$ cat config.mk
export PLATFORM = sky130hd
export DESIGN_NAME = rxGateCtrl
export DESIGN_NICKNAME = d
export VERILOG_FILES = /design/src/rtl/rxgate_pkg.sv /design/src/rtl/rxgate_delay.sv /design/src/rtl/rxgate_ctrl.sv /design/src/rtl/rxGateCtrl.sv
export SDC_FILE = /design/constraint.sdc
export NUM_CORES = 1
export LEC_CHECK = 0
export ABC_AREA = 0
export BUFFER_PORTS_ARGS = -buffer_cell sky130_fd_sc_hd__buf_2
export CORE_UTILIZATION = 57
export DETAILED_ROUTE_END_ITERATION = 7
export PLACE_DENSITY = 0.79
export SLEW_MARGIN = 5
export SYNTH_ARGS = -nofsm -noshare
export SYNTH_HDL_FRONTEND = slang
export SYNTH_SLANG_ARGS = --single-unit
$ cat constraint.sdc
create_clock -name clk -period 5.5 [get_ports clk]
set_clock_uncertainty 0.05 [all_clocks]
set_input_delay 1.1 -clock clk [delete_from_list [all_inputs] [get_ports clk]]
set_output_delay 1.1 -clock clk [all_outputs]
set_load 0.1 [all_outputs]
$ cat src/rtl/rxgate_pkg.sv
package rxgate_pkg;

  typedef enum logic [2:0] {
    SEL_SYSTEM   = 3'd0,
    SEL_IDENTITY = 3'd1,
    SEL_MODE1    = 3'd2,
    SEL_EMERG    = 3'd3,
    SEL_MODEC    = 3'd4
  } testSel_e;

  // Control-to-datapath strobes
  typedef struct packed {
    logic startDelay;  // line-drive pulse: (re)load the delay counter
    logic longDelay;   // select the mode C delay
  } delayCtl_t;

endpackage

$ cat src/rtl/rxgate_delay.sv
module rxgate_delay
  import rxgate_pkg::*;
#(
  parameter int SHORT_CYCLES = 220,
  parameter int LONG_CYCLES  = 250
) (
  input  logic      clk,
  input  logic      rst,
  input  delayCtl_t ctl,
  output logic      tmPulse
);
  localparam int MAX_CYCLES = (LONG_CYCLES > SHORT_CYCLES) ? LONG_CYCLES : SHORT_CYCLES;
  localparam int TW = $clog2(MAX_CYCLES + 1);
  localparam logic [TW-1:0] SHORT_LOAD = TW'(SHORT_CYCLES - 1);
  localparam logic [TW-1:0] LONG_LOAD  = TW'(LONG_CYCLES - 1);

  logic [TW-1:0] remain;
  logic          running;

  always_ff @(posedge clk) begin
    if (rst) begin
      running <= 1'b0;
      remain  <= '0;
    end else if (ctl.startDelay) begin
      running <= 1'b1;
      remain  <= ctl.longDelay ? LONG_LOAD : SHORT_LOAD;
    end else if (running) begin
      if (remain == '0) running <= 1'b0;
      else              remain  <= remain - 1'b1;
    end
  end

  assign tmPulse = running && (remain == '0);

  // the timing pulse lasts one cycle
  a_r3_single_cycle: assert property (@(posedge clk) disable iff (rst)
    tmPulse |=> !tmPulse);

  // a restart pushes the pulse out by a full delay
  a_r12_restart: assert property (@(posedge clk) disable iff (rst)
    ctl.startDelay |=> !tmPulse);

endmodule

$ cat src/rtl/rxgate_ctrl.sv
module rxgate_ctrl
  import rxgate_pkg::*;
(
  input  logic       clk,
  input  logic       rst,
  input  logic       decodeEn,
  input  logic       f1Pulse,
  input  logic       ipPulse,
  input  logic [2:0] testSel,
  input  logic       tmPulse,
  output delayCtl_t  ctl,
  output logic       lineDrive,
  output logic       videoEn,
  output logic [1:0] trainCount
);
  testSel_e   sel;
  logic       ldEnable;
  logic       ldPulse;
  logic [1:0] trainCnt;
  logic       condPrev;
  logic       isModeC;
  logic       gatedStrobe;
  logic       m1End;
  logic       closeCond;
  logic       condFall;

  assign sel         = testSel_e'(testSel);
  assign isModeC     = (sel == SEL_MODEC);
  assign gatedStrobe = ldEnable && (f1Pulse || ipPulse);
  assign m1End       = tmPulse && !isModeC;

  // Close condition, one per test selection
  always_comb begin
    case (sel)
      SEL_IDENTITY: closeCond = ldEnable && trainCnt[0];
      SEL_MODE1:    closeCond = (trainCnt == 2'd1);
      SEL_EMERG:    closeCond = (trainCnt == 2'd3);
      SEL_MODEC:    closeCond = tmPulse;
      default:      closeCond = !ldEnable;
    endcase
  end

  assign condFall = condPrev && !closeCond;

  // Line-drive enable flag
  always_ff @(posedge clk) begin
    if (rst)                      ldEnable <= 1'b0;
    else if (decodeEn || m1End)   ldEnable <= 1'b1;
    else if (gatedStrobe)         ldEnable <= 1'b0;
  end

  // Registered line-drive pulse
  always_ff @(posedge clk) begin
    if (rst) ldPulse <= 1'b0;
    else     ldPulse <= gatedStrobe;
  end

  // Train counter
  always_ff @(posedge clk) begin
    if (rst)           trainCnt <= '0;
    else if (decodeEn) trainCnt <= '0;
    else if (m1End)    trainCnt <= trainCnt + 2'd1;
  end

  // Falling-edge detector, re-armed by decode-enable
  always_ff @(posedge clk) begin
    if (rst)           condPrev <= 1'b0;
    else if (decodeEn) condPrev <= 1'b0;
    else               condPrev <= closeCond;
  end

  // Video gate window
  always_ff @(posedge clk) begin
    if (rst)           videoEn <= 1'b0;
    else if (decodeEn) videoEn <= 1'b1;
    else if (condFall) videoEn <= 1'b0;
  end

  assign ctl.startDelay = ldPulse;
  assign ctl.longDelay  = isModeC;
  assign lineDrive      = ldPulse;
  assign trainCount     = trainCnt;

  // decode-enable opens the gate and arms the flag
  a_r1_decode_opens: assert property (@(posedge clk) disable iff (rst)
    decodeEn |=> (videoEn && ldEnable && trainCnt == 2'd0));

  // a passed strobe clears the flag and emits one line-drive pulse
  a_r2_strobe_clears: assert property (@(posedge clk) disable iff (rst)
    (gatedStrobe && !decodeEn && !m1End) |=> (!ldEnable && lineDrive));

  // end of M1 re-arms the flag and steps the counter
  a_r4_m1_counts: assert property (@(posedge clk) disable iff (rst)
    (tmPulse && !isModeC && !decodeEn) |=> (ldEnable && trainCnt == $past(trainCnt) + 2'd1));

  // M3 touches neither the counter nor the flag
  a_r10_m3_inert: assert property (@(posedge clk) disable iff (rst)
    (tmPulse && isModeC && !decodeEn && !ldEnable) |=> ($stable(trainCnt) && !ldEnable));

  // a rising close condition never closes the gate
  a_r11_rise_harmless: assert property (@(posedge clk) disable iff (rst)
    (videoEn && $rose(closeCond)) |=> videoEn);

endmodule

$ cat src/rtl/rxGateCtrl.sv
module rxGateCtrl
  import rxgate_pkg::*;
#(
  parameter int CYCLES_PER_US = 10,
  parameter int M1_DELAY_US   = 22,
  parameter int M3_DELAY_US   = 25
) (
  input  logic       clk,
  input  logic       rst,
  input  logic       decodeEn,
  input  logic       f1Pulse,
  input  logic       ipPulse,
  input  logic [2:0] testSel,
  output logic       lineDrive,
  output logic       timingPulse,
  output logic       videoEn,
  output logic [1:0] trainCount
);
  localparam int M1_CYCLES = M1_DELAY_US * CYCLES_PER_US;
  localparam int M3_CYCLES = M3_DELAY_US * CYCLES_PER_US;

  delayCtl_t delayCtl;
  logic      tmPulse;

  rxgate_ctrl i_ctrl (
    .clk        (clk),
    .rst        (rst),
    .decodeEn   (decodeEn),
    .f1Pulse    (f1Pulse),
    .ipPulse    (ipPulse),
    .testSel    (testSel),
    .tmPulse    (tmPulse),
    .ctl        (delayCtl),
    .lineDrive  (lineDrive),
    .videoEn    (videoEn),
    .trainCount (trainCount)
  );

  rxgate_delay #(
    .SHORT_CYCLES (M1_CYCLES),
    .LONG_CYCLES  (M3_CYCLES)
  ) i_delay (
    .clk     (clk),
    .rst     (rst),
    .ctl     (delayCtl),
    .tmPulse (tmPulse)
  );

  assign timingPulse = tmPulse;

endmodule

==> results of run 1 <==
synth_stat cells (all sizes together), types with 2 or more instances:
cell type	number	area, µm²
or4b	2	23.8
a21oi	8	40.0
buf	2	16.3
nand2	4	15.0
nand4	3	18.8
nand2b	3	18.8
o211ai	2	15.0
or3	2	12.5
a311oi	2	17.5
nor2	8	30.0
ha	2	25.0
xor2	6	52.6
dfxtp	15	300
inv	4	15.0
xnor2	3	26.3
nand3	2	10.0
nor3b	2	15.0
clkbuf	2	7.51
nor3	7	35.0
nor4b	3	26.3
area by class of cell:
cell class,count,area share
Clock inverter,1,0.00569
Tap cell,15,0.0213
Clock buffer,3,0.0256
Inverter,4,0.0171
Timing Repair Buffer,12,0.0683
Multi-Input combinational cell,68,0.521
Sequential cell,15,0.341
final timing paths:
path | from | to | slack, ps | cells after the start
worst max-delay path | i_delay.remain[0] | timingPulse | 2270 | 5
worst min-delay path | i_ctrl.videoEn | i_ctrl.videoEn | 450 | 2
worst max register to register | i_delay.remain[0] | i_ctrl.condPrev | 3490 | 6
worst min register to register | i_ctrl.videoEn | i_ctrl.videoEn | 450 | 2
metal layers:
layer	vias to the layer above	GRT usage	wire, µm
li1	361	-	-
met1	345	0.362	848
met2	34	0.396	811
met3	9	0.0455	100
met4	0	0.172	63
met5	-	0	0
where the power goes:
| group | internal (W) | leakage, nW | total [W] | switching (W) |
|---|---|---|---|---|
| logic | 0.0000217 | 0.190 | 0.0000621 | 0.0000403 |
| clock network | 0.0000271 | 0.0177 | 0.0000649 | 0.0000378 |
| registers | 0.000116 | 0.123 | 0.000126 | 0.00000983 |
| total | 0.000165 | 0.330 | 0.000253 | 0.0000879 |
registers in the layout, summed over array words and instances (netlist names):
name	count
i_ctrl.condPrev	1
i_ctrl.ldEnable	1
i_ctrl.lineDrive	1
i_ctrl.trainCount	2
i_ctrl.videoEn	1
i_delay.remain	8
i_delay.running	1
kinds of logic after synthesis:
family	share of synthesized area
buf+inv	0.0487
fa+ha+maj	0.0314
simple gates	0.284
xor+xnor	0.0989
flops	0.377
compound gates	0.160
critical path: cells and delay by family, from the launching register on:
family | cells | cell delay (ps)
DFF | 1 | 360
buffers and inverters | 2 | 520
adders and majority gates | 1 | 190
and+or+nand+nor | 2 | 720
stage by stage:
stage	hold WS, ps	total power (W)	setup slack [ps]
after global placement	434	0.000185	2700
after global routing	496	0.000264	2170
after floorplan	438	0.000174	1950
after detailed placement	437	0.000187	2630
after CTS	451	0.000252	2300
final	445	0.000253	2270
==> flow_summary_export.csv, run 1 <==
group,metric,value,unit
status,status,"finished clean",
clock_tree,clk-insertion-delay-late,290,ps
sta,worstMarginPinSlew,599,ps
critical_path,crit_type,"reg2out",
clock_tree,clock_sinks,15,
route,drc_errors,0,
route,first_pass_iters,4,
synth,synth_warnings,0,
synth,syn_nets,101,
sta,slew_headroom,0.595,
sta,rsz0062_at_grt,"no",
power_and_ir_drop,p_leak,0.330,nW
run,drv_cap,0,
clock_tree,htree_num_levels,1,
route,antenna_left,0,
global_route,grt.overflow.total,0,
synth,synth_seq_area_share,0.377,
critical_path,endpoint_kind,"output port",
sta,tns,0,ps
die,num_rows,13,
die,initial_core_util,0.612,
critical_path,worstPathArrival,2080,ps
final_layout,seq_area,300,µm²
clock_tree,cts_buffers,3,
final_layout,fin_util,0.676,
die,ioPinCount,13,
route,viasPerCell,6.35,
synth,syn_area,797,µm²
final_layout,drive_above_1_share,0.184,
synth,ys_types,31,
critical_path,slowest_delay,590,ps
critical_path,cp-start-kind,"flop",
global_route,grt_start_max_net_pins,16,
global_route,grt_usage,0.271,
global_route,grt_pass1_vias,604,
clock_tree,cts_tree,"yes",
die,core,1300,µm²
placed_design,dp_cells,114,
critical_path,slowest_stage,"or4b_1",
clock_tree,cts_resized,0,
critical_path,cp_cell_sequence,"inv_1 > ha_1 > or4b_1 > nor2_1 > buf_2",
power_and_ir_drop,ir_drop,159,µV
critical_path,required,4350,ps
die,dieArea,1550,µm²
global_route,antenna_found_initial,0,
route,routedWlPerCell,15.5,µm
placed_design,hpwl,1260,µm
route,drtIter0Drc,30,
clock_tree,clk_pin_slew,90,ps
final_layout,fin_area,880,µm²
placed_design,routabilityCongestion,0.912,
final_layout,n_fill_cell,111,
final_layout,final_cell_mix,"dfxtp_1 (15), buf_2 (12), nor2_1 (8), a21oi_1 (8), nor3_1 (7)",
clock_tree,cts.root.buffer_cell,"clkbuf_4",
hold_path,hold_class,"reg2reg",
global_route,grt_pass1_wl,2740,µm
clock_tree,post_cts_buffers,0,
synth,synth.ff_latch_count,15,
sta,hold_viol_final,0,
sta,clock.fmax,0.309,GHz
route,vias,749,
final_layout,syn_to_final_growth,10.4,%
die,fp.dieW,39.4,µm
synth,syn_inst,91,
synth,synth_edf_count,0,
synth,synthFlopType,"dfxtp_1",
sta,maxSlewViolCount,0,
placed_design,postPlaceCellArea,852,µm²
sta,finalCritPeriodShare,0.588,
final_layout,nNetsFinal,114,
die,die_h,39.4,µm
synth,async_flop_share,0,
synth,avgSynthCellArea,8.76,µm²
power_and_ir_drop,powerDensity,287,nW/µm²
clock_tree,hold_buffers,0,
final_layout,stdcell_count,118,
final_layout,multi_input_area,458,µm²
final_layout,diodes,0,
sta,setup_viol,0,
final_layout,final_common_cell,"dfxtp_1",
critical_path,worstPathMaxFanout,7,
placed_design,portBuffers,12,
route,drt_wl_total,1820,µm
sta,period_minus_slack,3230,ps
clock_tree,cts.path.max_buffers,2,
(Power assumes the default switching activity.)
==> inputs of run 2 (changes only) <==
--- a/config.mk
+++ b/config.mk
@@ -7,9 +7,9 @@
 export LEC_CHECK = 0
 export ABC_AREA = 0
 export BUFFER_PORTS_ARGS = -buffer_cell sky130_fd_sc_hd__buf_2
-export CORE_UTILIZATION = 57
+export CORE_UTILIZATION = 48
 export DETAILED_ROUTE_END_ITERATION = 7
-export PLACE_DENSITY = 0.79
+export PLACE_DENSITY = 0.71
 export SLEW_MARGIN = 5
 export SYNTH_ARGS = -nofsm -noshare
 export SYNTH_HDL_FRONTEND = slang
==> constraint.sdc (replaced) <==
create_clock -name clk -period 2.83 [get_ports clk]
set_clock_uncertainty 0.05 [all_clocks]
set_input_delay 0.566 -clock clk [delete_from_list [all_inputs] [get_ports clk]]
set_output_delay 0.566 -clock clk [all_outputs]
set_load 0.1 [all_outputs]
==> flow_summary_export.csv, run 2 (synthesis results as in run 1) <==
group,metric,value,unit
route,drc_errors,0,
power_and_ir_drop,swShare,0.337,
die,ioPinCount,13,
sta,fin_hold_ws,475,ps
route,first_pass_iters,4,
global_route,grt.overflow.total,0,
critical_path,r2r_slack,840,ps
final_layout,final_common_cell,"dfxtp_1",
final_layout,syn_to_final_growth,10.8,%
critical_path,reg2regPathDepth,6,
sta,worstMarginPinSlew,802,ps
route,antenna_left,0,
critical_path,rr_startpoint,"i_delay.remain[0]",
power_and_ir_drop,internal-power,0.000320,W
status,status,"finished clean",
power_and_ir_drop,p_leak,0.330,nW
final_layout,largest_reg_flops,8,
critical_path,endpoint_kind,"output port",
clock_tree,clk_pin_slew,90,ps
sta,setup_viol,0,
run,drv_cap,0,
sta,slew_headroom,0.458,
critical_path,cp_cell_sequence,"inv_1 > ha_1 > or4b_1 > nor2_2 > buf_2",
final_layout,drive_above_1_share,0.194,
global_route,grt_pass1_wl,2760,µm
power_and_ir_drop,seqPwrFrac,0.503,
clock_tree,post_cts_buffers,0,
placed_design,routabilityCongestion,0.782,
power_and_ir_drop,pwr-share-clk,0.251,
clock_tree,clk-insertion-delay-late,280,ps
global_route,grt_usage,0.200,
final_layout,n_fill_cell,142,
power_and_ir_drop,power,0.000482,W
clock_tree,cts_resized,0,
final_layout,final_cell_mix,"dfxtp_1 (15), buf_2 (12), a21oi_1 (8)",
placed_design,hpwl,1280,µm
critical_path,required,2210,ps
clock_tree,htree_num_levels,1,
critical_path,timing.rr.end,"i_delay.remain[1]",
clock_tree,cts.path.max_buffers,2,
sta,clock.fmax,0.383,GHz
route,routedWlPerCell,14.0,µm
die,dieArea,1830,µm²
hold_path,hold_class,"reg2reg",
clock_tree,cts.root.buffer_cell,"clkbuf_4",
sta,period_minus_slack,2610,ps
sta,setup_ws,216,ps
critical_path,cp-startpoint,"i_delay.remain[0]",
power_and_ir_drop,p_switching,0.000162,W
die,die_h,42.8,µm
critical_path,worstPathMaxFanout,7,
global_route,grt_start_max_net_pins,16,
die,initial_core_util,0.523,
critical_path,slowest_stage,"or4b_1",
global_route,antenna_found_initial,0,
die,core,1520,µm²
die,fp.dieW,42.8,µm
global_route,grt_pass1_vias,651,
critical_path,setup.worst_path.end,"timingPulse",
route,vias,723,
final_layout,nNetsFinal,114,
critical_path,slowest_delay,570,ps
sta,hold_viol_final,0,
final_layout,largest_register,"i_delay.remain",
power_and_ir_drop,p_comb_frac,0.247,
clock_tree,hold_buffers,0,
die,num_rows,14,
route,viasPerCell,6.08,
placed_design,dp_slack,527,ps
clock_tree,clock_sinks,15,
critical_path,worstPathArrival,2000,ps
route,drtIter0Drc,8,
power_and_ir_drop,ir_drop,364,µV
final_layout,diodes,0,
critical_path,cp-start-kind,"flop",
sta,tns,0,ps
sta,rsz0062_at_grt,"no",
critical_path,crit_type,"reg2out",
sta,finalCritPeriodShare,0.924,
clock_tree,cts_tree,"yes",
route,drt_wl_total,1670,µm
clock_tree,cts_buffers,3,
power_and_ir_drop,powerDensity,546,nW/µm²
sta,maxSlewViolCount,0,
placed_design,portBuffers,12,
-- run 2: worst max-delay path, delay by kind of cell, from the launching register on --
family	cells	cell delay (ps)
simple gates	2	680
buf+inv	2	510
fa+ha+maj	1	160
flops	1	350
-- run 2: final cells by class --
type | instances | area, µm² | share of cell area
clock buffers | 3 | 22.5 | 0.0255
clock inverters | 1 | 5.00 | 0.00567
inverters | 4 | 15.0 | 0.0170
multi-input cells | 68 | 460 | 0.521
flip-flops and latches | 15 | 300 | 0.340
well taps | 16 | 20.0 | 0.0227
repair buffers | 12 | 60.1 | 0.0680
-- run 2: layer usage --
layer,up-vias,track usage,routed length (µm)
met5,-,0,0
met4,0,0.0750,21
met3,4,0.0255,43
met2,14,0.342,816
met1,343,0.253,788
li1,362,-,-
-- run 2: how the worst min path moves through the flow --
stage	start	end	slack (ps)	depth (start not counted)
after floorplan	i_ctrl.ldEnable	i_ctrl.lineDrive	440	1
after global placement	i_ctrl.videoEn	i_ctrl.videoEn	440	2
after detailed placement	i_ctrl.videoEn	i_ctrl.videoEn	460	2
after CTS	i_ctrl.videoEn	i_ctrl.videoEn	470	2
after global routing	decodeEn	i_ctrl.condPrev	480	2
final	i_ctrl.videoEn	i_ctrl.videoEn	480	2
-- run 2: metrics by stage --
stage | instances | area [µm²] | utilization
2_1_floorplan | 91 | 800 | -
3_3_place_gp | 115 | 856 | 0.562
3_5_place_dp | 115 | 856 | 0.562
4_1_cts | 119 | 883 | 0.580
5_1_grt | 119 | 883 | 0.580
6_report | 119 | 883 | 0.580
-- run 2: power by group through the flow --
stage | logic (W) | clock network, W | registers, W
floorplan | 0.0000833 | 0 | 0.000256
global placement | 0.000116 | 0 | 0.000247
detailed placement | 0.000117 | 0 | 0.000247
CTS | 0.000119 | 0.000121 | 0.000242
global route | 0.000131 | 0.000133 | 0.000245
finish | 0.000119 | 0.000121 | 0.000243
